==> config.mk <==
export PLATFORM = sky130hd
export DESIGN_NAME = sync_tx_master
export DESIGN_NICKNAME = d
export VERILOG_FILES = /design/src/rtl/sync_tx_pkg.sv /design/src/rtl/sync_tx_baud.sv /design/src/rtl/sync_tx_hold.sv /design/src/rtl/sync_tx_shift.sv /design/src/rtl/sync_tx_master.sv
export SDC_FILE = /design/constraint.sdc
export NUM_CORES = 1
export LEC_CHECK = 0
export BUFFER_PORTS_ARGS = -buffer_cell sky130_fd_sc_hd__buf_4
export CORE_ASPECT_RATIO = 0.6
export CORE_MARGIN = 2
export CORE_UTILIZATION = 56
export CTS_CLUSTER_DIAMETER = 40
export CTS_CLUSTER_SIZE = 40
export DETAILED_ROUTE_END_ITERATION = 7
export GPL_TIMING_DRIVEN = 0
export PLACE_DENSITY_LB_ADDON = 0.1
export SYNTH_ARGS = -nofsm -noshare
export SYNTH_HDL_FRONTEND = slang
export SYNTH_SLANG_ARGS = --single-unit
export TNS_END_PERCENT = 1
==> constraint.sdc <==
create_clock -name clk -period 3.2 [get_ports clk]
set_clock_uncertainty 0.1 [all_clocks]
set_input_delay 0.64 -clock clk [delete_from_list [all_inputs] [get_ports clk]]
set_output_delay 0.64 -clock clk [all_outputs]
set_load 0.01 [all_outputs]
==> src/rtl/sync_tx_pkg.sv <==
package sync_tx_pkg;
  localparam int unsigned BASE_W = 8;
  localparam int unsigned WORD_W = BASE_W + 1;

  typedef struct packed {
    logic [WORD_W-1:0] bits;
    logic              ninth_en;
  } txw_t;
endpackage

==> src/rtl/sync_tx_baud.sv <==
module sync_tx_baud #(
  parameter int unsigned DIV_W    = 16,
  parameter int unsigned NARROW_W = 8
) (
  input  logic             clk,
  input  logic             rst_n,
  input  logic             run,
  input  logic             wide,
  input  logic [DIV_W-1:0] div_val,
  output logic             tick
);
  logic [DIV_W-1:0] limit;
  logic [DIV_W-1:0] cnt_q;

  always_comb begin
    if (wide) limit = div_val;
    else      limit = {{(DIV_W-NARROW_W){1'b0}}, div_val[NARROW_W-1:0]};
  end

  assign tick = run && (cnt_q >= limit);

  always_ff @(posedge clk) begin
    if (!rst_n || !run)    cnt_q <= '0;
    else if (cnt_q >= limit) cnt_q <= '0;
    else                   cnt_q <= cnt_q + 1'b1;
  end

  // the count never moves while the shifter is idle
  p_idle_count_r6: assert property (@(posedge clk) disable iff (!rst_n)
    !run |=> cnt_q == '0);
endmodule

==> src/rtl/sync_tx_hold.sv <==
module sync_tx_hold
  import sync_tx_pkg::*;
(
  input  logic clk,
  input  logic rst_n,
  input  logic wr_valid,
  output logic wr_ready,
  input  txw_t wr_word,
  input  logic take,
  output logic full,
  output txw_t word_q
);
  assign wr_ready = !full;

  always_ff @(posedge clk) begin
    if (!rst_n) begin
      full   <= 1'b0;
      word_q <= '0;
    end else if (wr_valid && !full) begin
      full   <= 1'b1;
      word_q <= wr_word;
    end else if (take) begin
      full <= 1'b0;
    end
  end

  p_take_full_r3: assert property (@(posedge clk) disable iff (!rst_n)
    take |-> full);
  p_fill_src_r2: assert property (@(posedge clk) disable iff (!rst_n)
    $rose(full) |-> $past(wr_valid));
  p_sticky_r4: assert property (@(posedge clk) disable iff (!rst_n)
    (!full && !wr_valid) |=> !full);
  p_keep_word_r2: assert property (@(posedge clk) disable iff (!rst_n)
    (full && $past(full)) |-> $stable(word_q));
endmodule

==> src/rtl/sync_tx_shift.sv <==
module sync_tx_shift
  import sync_tx_pkg::*;
(
  input  logic clk,
  input  logic rst_n,
  input  logic en,
  input  logic tick,
  input  logic have_word,
  input  txw_t word_in,
  output logic load,
  output logic busy,
  output logic phase,
  output logic dat
);
  localparam int unsigned CNT_W = $clog2(WORD_W);

  logic [WORD_W-1:0] sh_q;
  logic [CNT_W-1:0]  cnt_q;
  logic [CNT_W-1:0]  last_q;
  logic              last_bit;
  logic              word_end;

  assign last_bit = (cnt_q == last_q);
  assign word_end = busy && tick && phase && last_bit;
  assign load     = en && have_word && (!busy || word_end);

  always_ff @(posedge clk) begin
    if (!rst_n) begin
      busy   <= 1'b0;
      phase  <= 1'b0;
      dat    <= 1'b0;
      sh_q   <= '0;
      cnt_q  <= '0;
      last_q <= '0;
    end else if (!en) begin
      busy  <= 1'b0;
      phase <= 1'b0;
    end else if (load) begin
      busy   <= 1'b1;
      phase  <= 1'b0;
      sh_q   <= word_in.bits;
      cnt_q  <= '0;
      last_q <= word_in.ninth_en ? CNT_W'(BASE_W) : CNT_W'(BASE_W - 1);
    end else if (busy && tick) begin
      if (!phase) begin
        phase <= 1'b1;
        dat   <= sh_q[0];
      end else begin
        phase <= 1'b0;
        if (last_bit) begin
          busy <= 1'b0;
        end else begin
          sh_q  <= sh_q >> 1;
          cnt_q <= cnt_q + 1'b1;
        end
      end
    end
  end

  p_dat_hold_r5: assert property (@(posedge clk) disable iff (!rst_n)
    (phase && $past(phase)) |-> $stable(dat));
  p_abort_r11: assert property (@(posedge clk) disable iff (!rst_n)
    !en |=> (!busy && !phase));
  p_phase_busy_r10: assert property (@(posedge clk) disable iff (!rst_n)
    phase |-> busy);
endmodule

==> src/rtl/sync_tx_master.sv <==
module sync_tx_master
  import sync_tx_pkg::*;
#(
  parameter int unsigned DIV_W    = 16,
  parameter int unsigned NARROW_W = 8
) (
  input  logic             clk,
  input  logic             rst_n,
  input  logic             tx_en,
  input  logic             clk_idle_hi,
  input  logic             nine_bit,
  input  logic             div_wide,
  input  logic [DIV_W-1:0] div_val,
  input  logic             in_valid,
  input  logic [WORD_W-1:0] in_data,
  output logic             in_ready,
  output logic             ser_clk,
  output logic             ser_dat,
  output logic             buf_empty,
  output logic             shift_empty,
  output logic             rx_inhibit
);
  txw_t wr_word;
  txw_t held;
  logic full;
  logic load;
  logic busy;
  logic phase;
  logic tick;

  always_comb begin
    wr_word.bits     = nine_bit ? in_data : {1'b0, in_data[BASE_W-1:0]};
    wr_word.ninth_en = nine_bit;
  end

  sync_tx_hold u_hold (
    .clk      (clk),
    .rst_n    (rst_n),
    .wr_valid (in_valid),
    .wr_ready (in_ready),
    .wr_word  (wr_word),
    .take     (load),
    .full     (full),
    .word_q   (held)
  );

  sync_tx_baud #(.DIV_W(DIV_W), .NARROW_W(NARROW_W)) u_baud (
    .clk     (clk),
    .rst_n   (rst_n),
    .run     (busy),
    .wide    (div_wide),
    .div_val (div_val),
    .tick    (tick)
  );

  sync_tx_shift u_shift (
    .clk       (clk),
    .rst_n     (rst_n),
    .en        (tx_en),
    .tick      (tick),
    .have_word (full),
    .word_in   (held),
    .load      (load),
    .busy      (busy),
    .phase     (phase),
    .dat       (ser_dat)
  );

  assign ser_clk     = clk_idle_hi ^ phase;
  assign buf_empty   = !full;
  assign shift_empty = !busy;
  assign rx_inhibit  = busy;

  p_idle_clk_r7: assert property (@(posedge clk) disable iff (!rst_n)
    !busy |-> (ser_clk == clk_idle_hi));
  p_xfer_r3: assert property (@(posedge clk) disable iff (!rst_n)
    (full && !busy && tx_en) |=> (busy && buf_empty));
  p_gapless_r9: assert property (@(posedge clk) disable iff (!rst_n)
    (busy && full && tx_en && tick && phase) |=> $stable(busy));
endmodule

==> flow_metrics.tcl <==
set metrics [dict create \
    run_status "finished clean" \
    worstPathCellList "clkbuf_1 > nand2_1 > ha_1 > nand4_2 > nor3_2 > nor4b_4 > nor3_2 > o21ai_1 > a21oi_1" \
    irDropWorstVdd_uv 236 \
    via_count 2096 \
    synth-seq-cells 45 \
    cts_made_buffers 5 \
    synth_top_cells_by_area "dfxtp_1, ha_1, nand2_1" \
    drtIter0Drc 132 \
    synthMuxAreaShare_pct 0.415 \
    insertion_delay_ns 0.31 \
    final_area_um2 2870 \
    crit_family "simple AND/OR/NAND/NOR gates" \
    postSynthCellCount 286 \
    wl_um 5340 \
    ys_types 42 \
    fmax_mhz 349 \
    ioPinCount 38 \
    critPathBufInv 1 \
    gp_congestion 0.786 \
    cts_max_level 2 \
    p_leak_nw 1.15 \
    powerDensity_nw_per_um2 404 \
    cp-startpoint "div_wide" \
    syn_to_final_growth_pct 18.8 \
    critPathLaunchType "primary input" \
    drc 0 \
    ys.flop_type "dfxtp_1" \
    yosysTopAreaCell "dfxtp_1" \
    final_util_pct 69.6 \
    grt_usage_pct 24.1 \
    core-area_um2 4120 \
    slowest_stage "o21ai_1" \
    setup_viol 0 \
    dieArea_um2 4870 \
    setup.worst_path.end_class "flop" \
    n_antenna_cell 0 \
    grt_pass1_vias 1793 \
    wl_per_cell_um 13.7 \
    root_buffer "clkbuf_8" \
    synth_fp_nets 336 \
    synth_edf_count 0 \
    ctsResizeCount 0 \
    rsz0062_at_grt "false" \
    fp.dieH_um 54.9 \
    synth_top_family_by_area "simple AND/OR/NAND/NOR gates" \
    drive_gt1_share_pct 17.9 \
    period_share_pct 89.5 \
    antenna_found_initial 0 \
    yosys_warnings 0 \
    crit_type "primary input to flop" \
    n_fill_cell 348 \
    worst_ep_arrival_time_ns 2.93 \
    clkTransAtPathRegs_ns 0.09 \
    hold_ws_ns 0.361 \
    viasPerCell 5.39 \
    placed_area_um2 2750 \
    worst_pin_slew_ns 0.650 \
    seq_area_um2 901 \
    syn_area_per_cell_um2 8.44 \
    min_from "u_hold.word_q[4]" \
    finalCriticalPeriod_ns 2.86 \
    multi_input_area_um2 1380 \
    dr.pass1.iters 4 \
    post-dp-hpwl_um 3930 \
    synth_xor_area_share_pct 6.17 \
    post-cts-setup-buffers 0 \
    synth_compound_area_share_pct 15.9 \
    die_w_um 88.8 \
    ys_seq_area_share_pct 37.3 \
    hold_path.class "flop to flop" \
    portBuffers 35 \
    cp_max_fo 8 \
    grt_max_degree 16 \
    final_antenna_net_count 0 \
    grt_pass1_wl_um 8520 \
    synth_area_um2 2410 \
    placementRows 18 \
    synth_top_area_share_pct 37.3 \
    ctsLongestPathBuffers 2 \
    p_total_mw 1.16 \
    cts_hold_buf 0 \
    async_reset_ff_share_pct 0 \
    cp_common_cell "nor3_2" \
    hold_viol 0 \
    placed_cells 381 \
    cts_tree "done" \
    max_stage_delay_ns 0.56 \
    slew_violations 0 \
    grt_overflow_total 0 \
    fin_nets 378 \
    critPathRequiredTime_ns 3.27 \
    instances_no_fill 389 \
    synthAdderAreaFrac_pct 9.33 \
    start_util_pct 58.6 \
    r2r_start "u_baud.cnt_q[0]" \
    synthSimpleGateAreaFrac_pct 25.5 \
    cap_violations 0 \
    cts_sinks 45 \
    max_slew_margin_pct 56.4 \
]
==> sequential cells by signal (all words and copies together), names as in the netlist <==
name and cells:
u_shift.last_q 2, u_shift.busy 1, u_shift.cnt_q 4, u_hold.full 1, u_shift.dat 1, u_shift.phase 1
u_shift.sh_q 9, u_hold.word_q 10, u_baud.cnt_q 16
==> logic make-up after synthesis <==
group                      Yosys count
AOI/OAI and AO/OA                   56
DFF                                 45
buffers and inverters               28
muxes                                1
xor gates and xnor gates            17
and+or+nand+nor                    121
adders and majority gates           18
==> metal layers <==
metal  part of all wire, %  track usage [%]
met1                    54             35.8
met2                    39             34.0
met3                   6.6             7.24
met4                  0.82             5.30
met5                     0                0
==> per-stage QoR <==
stage	worst slack (ns)	setup TNS, ns
2_1_floorplan	0.402	0
3_3_place_gp	-0.140	-0.748
3_5_place_dp	-0.212	-1.13
4_1_cts	0.0859	0
5_1_grt	0.153	0
6_report	0.337	0
==> synthesized netlist by cell type, types with 3 or more instances <==
cell type,count
dfxtp_1,45
nand2_1,39
nand3_1,23
nor2_1,22
a21oi_1,21
ha_1,18
inv_1,14
o21ai_0,12
nor3_1,11
xor2_1,10
a311oi_1,8
clkbuf_1,7
xnor2_1,7
and3_1,5
nand4_1,4
o21ai_1,4
buf_2,3
or3_1,3
==> area by class of cell <==
cell class                      count  share of cell area [%]
Tap cell                           60                    2.62
Inverter                           14                    1.83
Multi-Input combinational cell    213                    48.2
Timing Repair Buffer               35                    9.17
Clock inverter                      3                    1.62
Clock buffer                        5                    2.40
Sequential cell                    45                    31.4
Buffer                             14                    2.75
==> worst paths after layout <==
| check | endpoint | slack, ns | cells past startpoint |
|---|---|---|---|
| worst max-delay path | u_shift.cnt_q[3] | 0.34 | 9 |
| worst min-delay path | u_hold.word_q[4] | 0.36 | 2 |
| worst max register to register | u_baud.cnt_q[6] | 0.58 | 9 |
| worst min register to register | u_hold.word_q[4] | 0.36 | 2 |
==> layout by cell type (no fill, tap or decap), types with 2 or more instances in the layout <==
| cell | netlist | final |
|---|---|---|
| nor3_2 | 2 | 2 |
| nor2_1 | 22 | 22 |
| o31a_1 | 2 | 2 |
| buf_4 | 2 | 37 |
| o31ai_1 | 2 | 2 |
| clkbuf_8 | 0 | 5 |
| clkbuf_1 | 7 | 7 |
| ha_1 | 18 | 18 |
| xor2_1 | 10 | 10 |
| or4_1 | 2 | 2 |
| inv_1 | 14 | 14 |
| o21ai_1 | 4 | 5 |
| o21ai_0 | 12 | 11 |
| nand3_1 | 23 | 23 |
| buf_2 | 3 | 3 |
| and3_1 | 5 | 5 |
| nor3_1 | 11 | 11 |
| a311oi_1 | 8 | 8 |
| nand4_1 | 4 | 4 |
| dfxtp_1 | 45 | 45 |
| a21oi_1 | 21 | 21 |
| or3_1 | 3 | 3 |
| buf_6 | 2 | 2 |
| xnor2_1 | 7 | 7 |
| nand2_1 | 39 | 39 |
==> power breakdown <==
group / switching (mW) / internal, mW
combinational: 0.0629 / 0.0614
sequential: 0.0124 / 0.577
clock: 0.212 / 0.234
==> worst min-delay path, cell delays in order (launching register included) <==
cell and delay (ns):
dfxtp_1 0.32, nand2_1 0.05, a21oi_1 0.05
(Power assumes the default switching activity.)
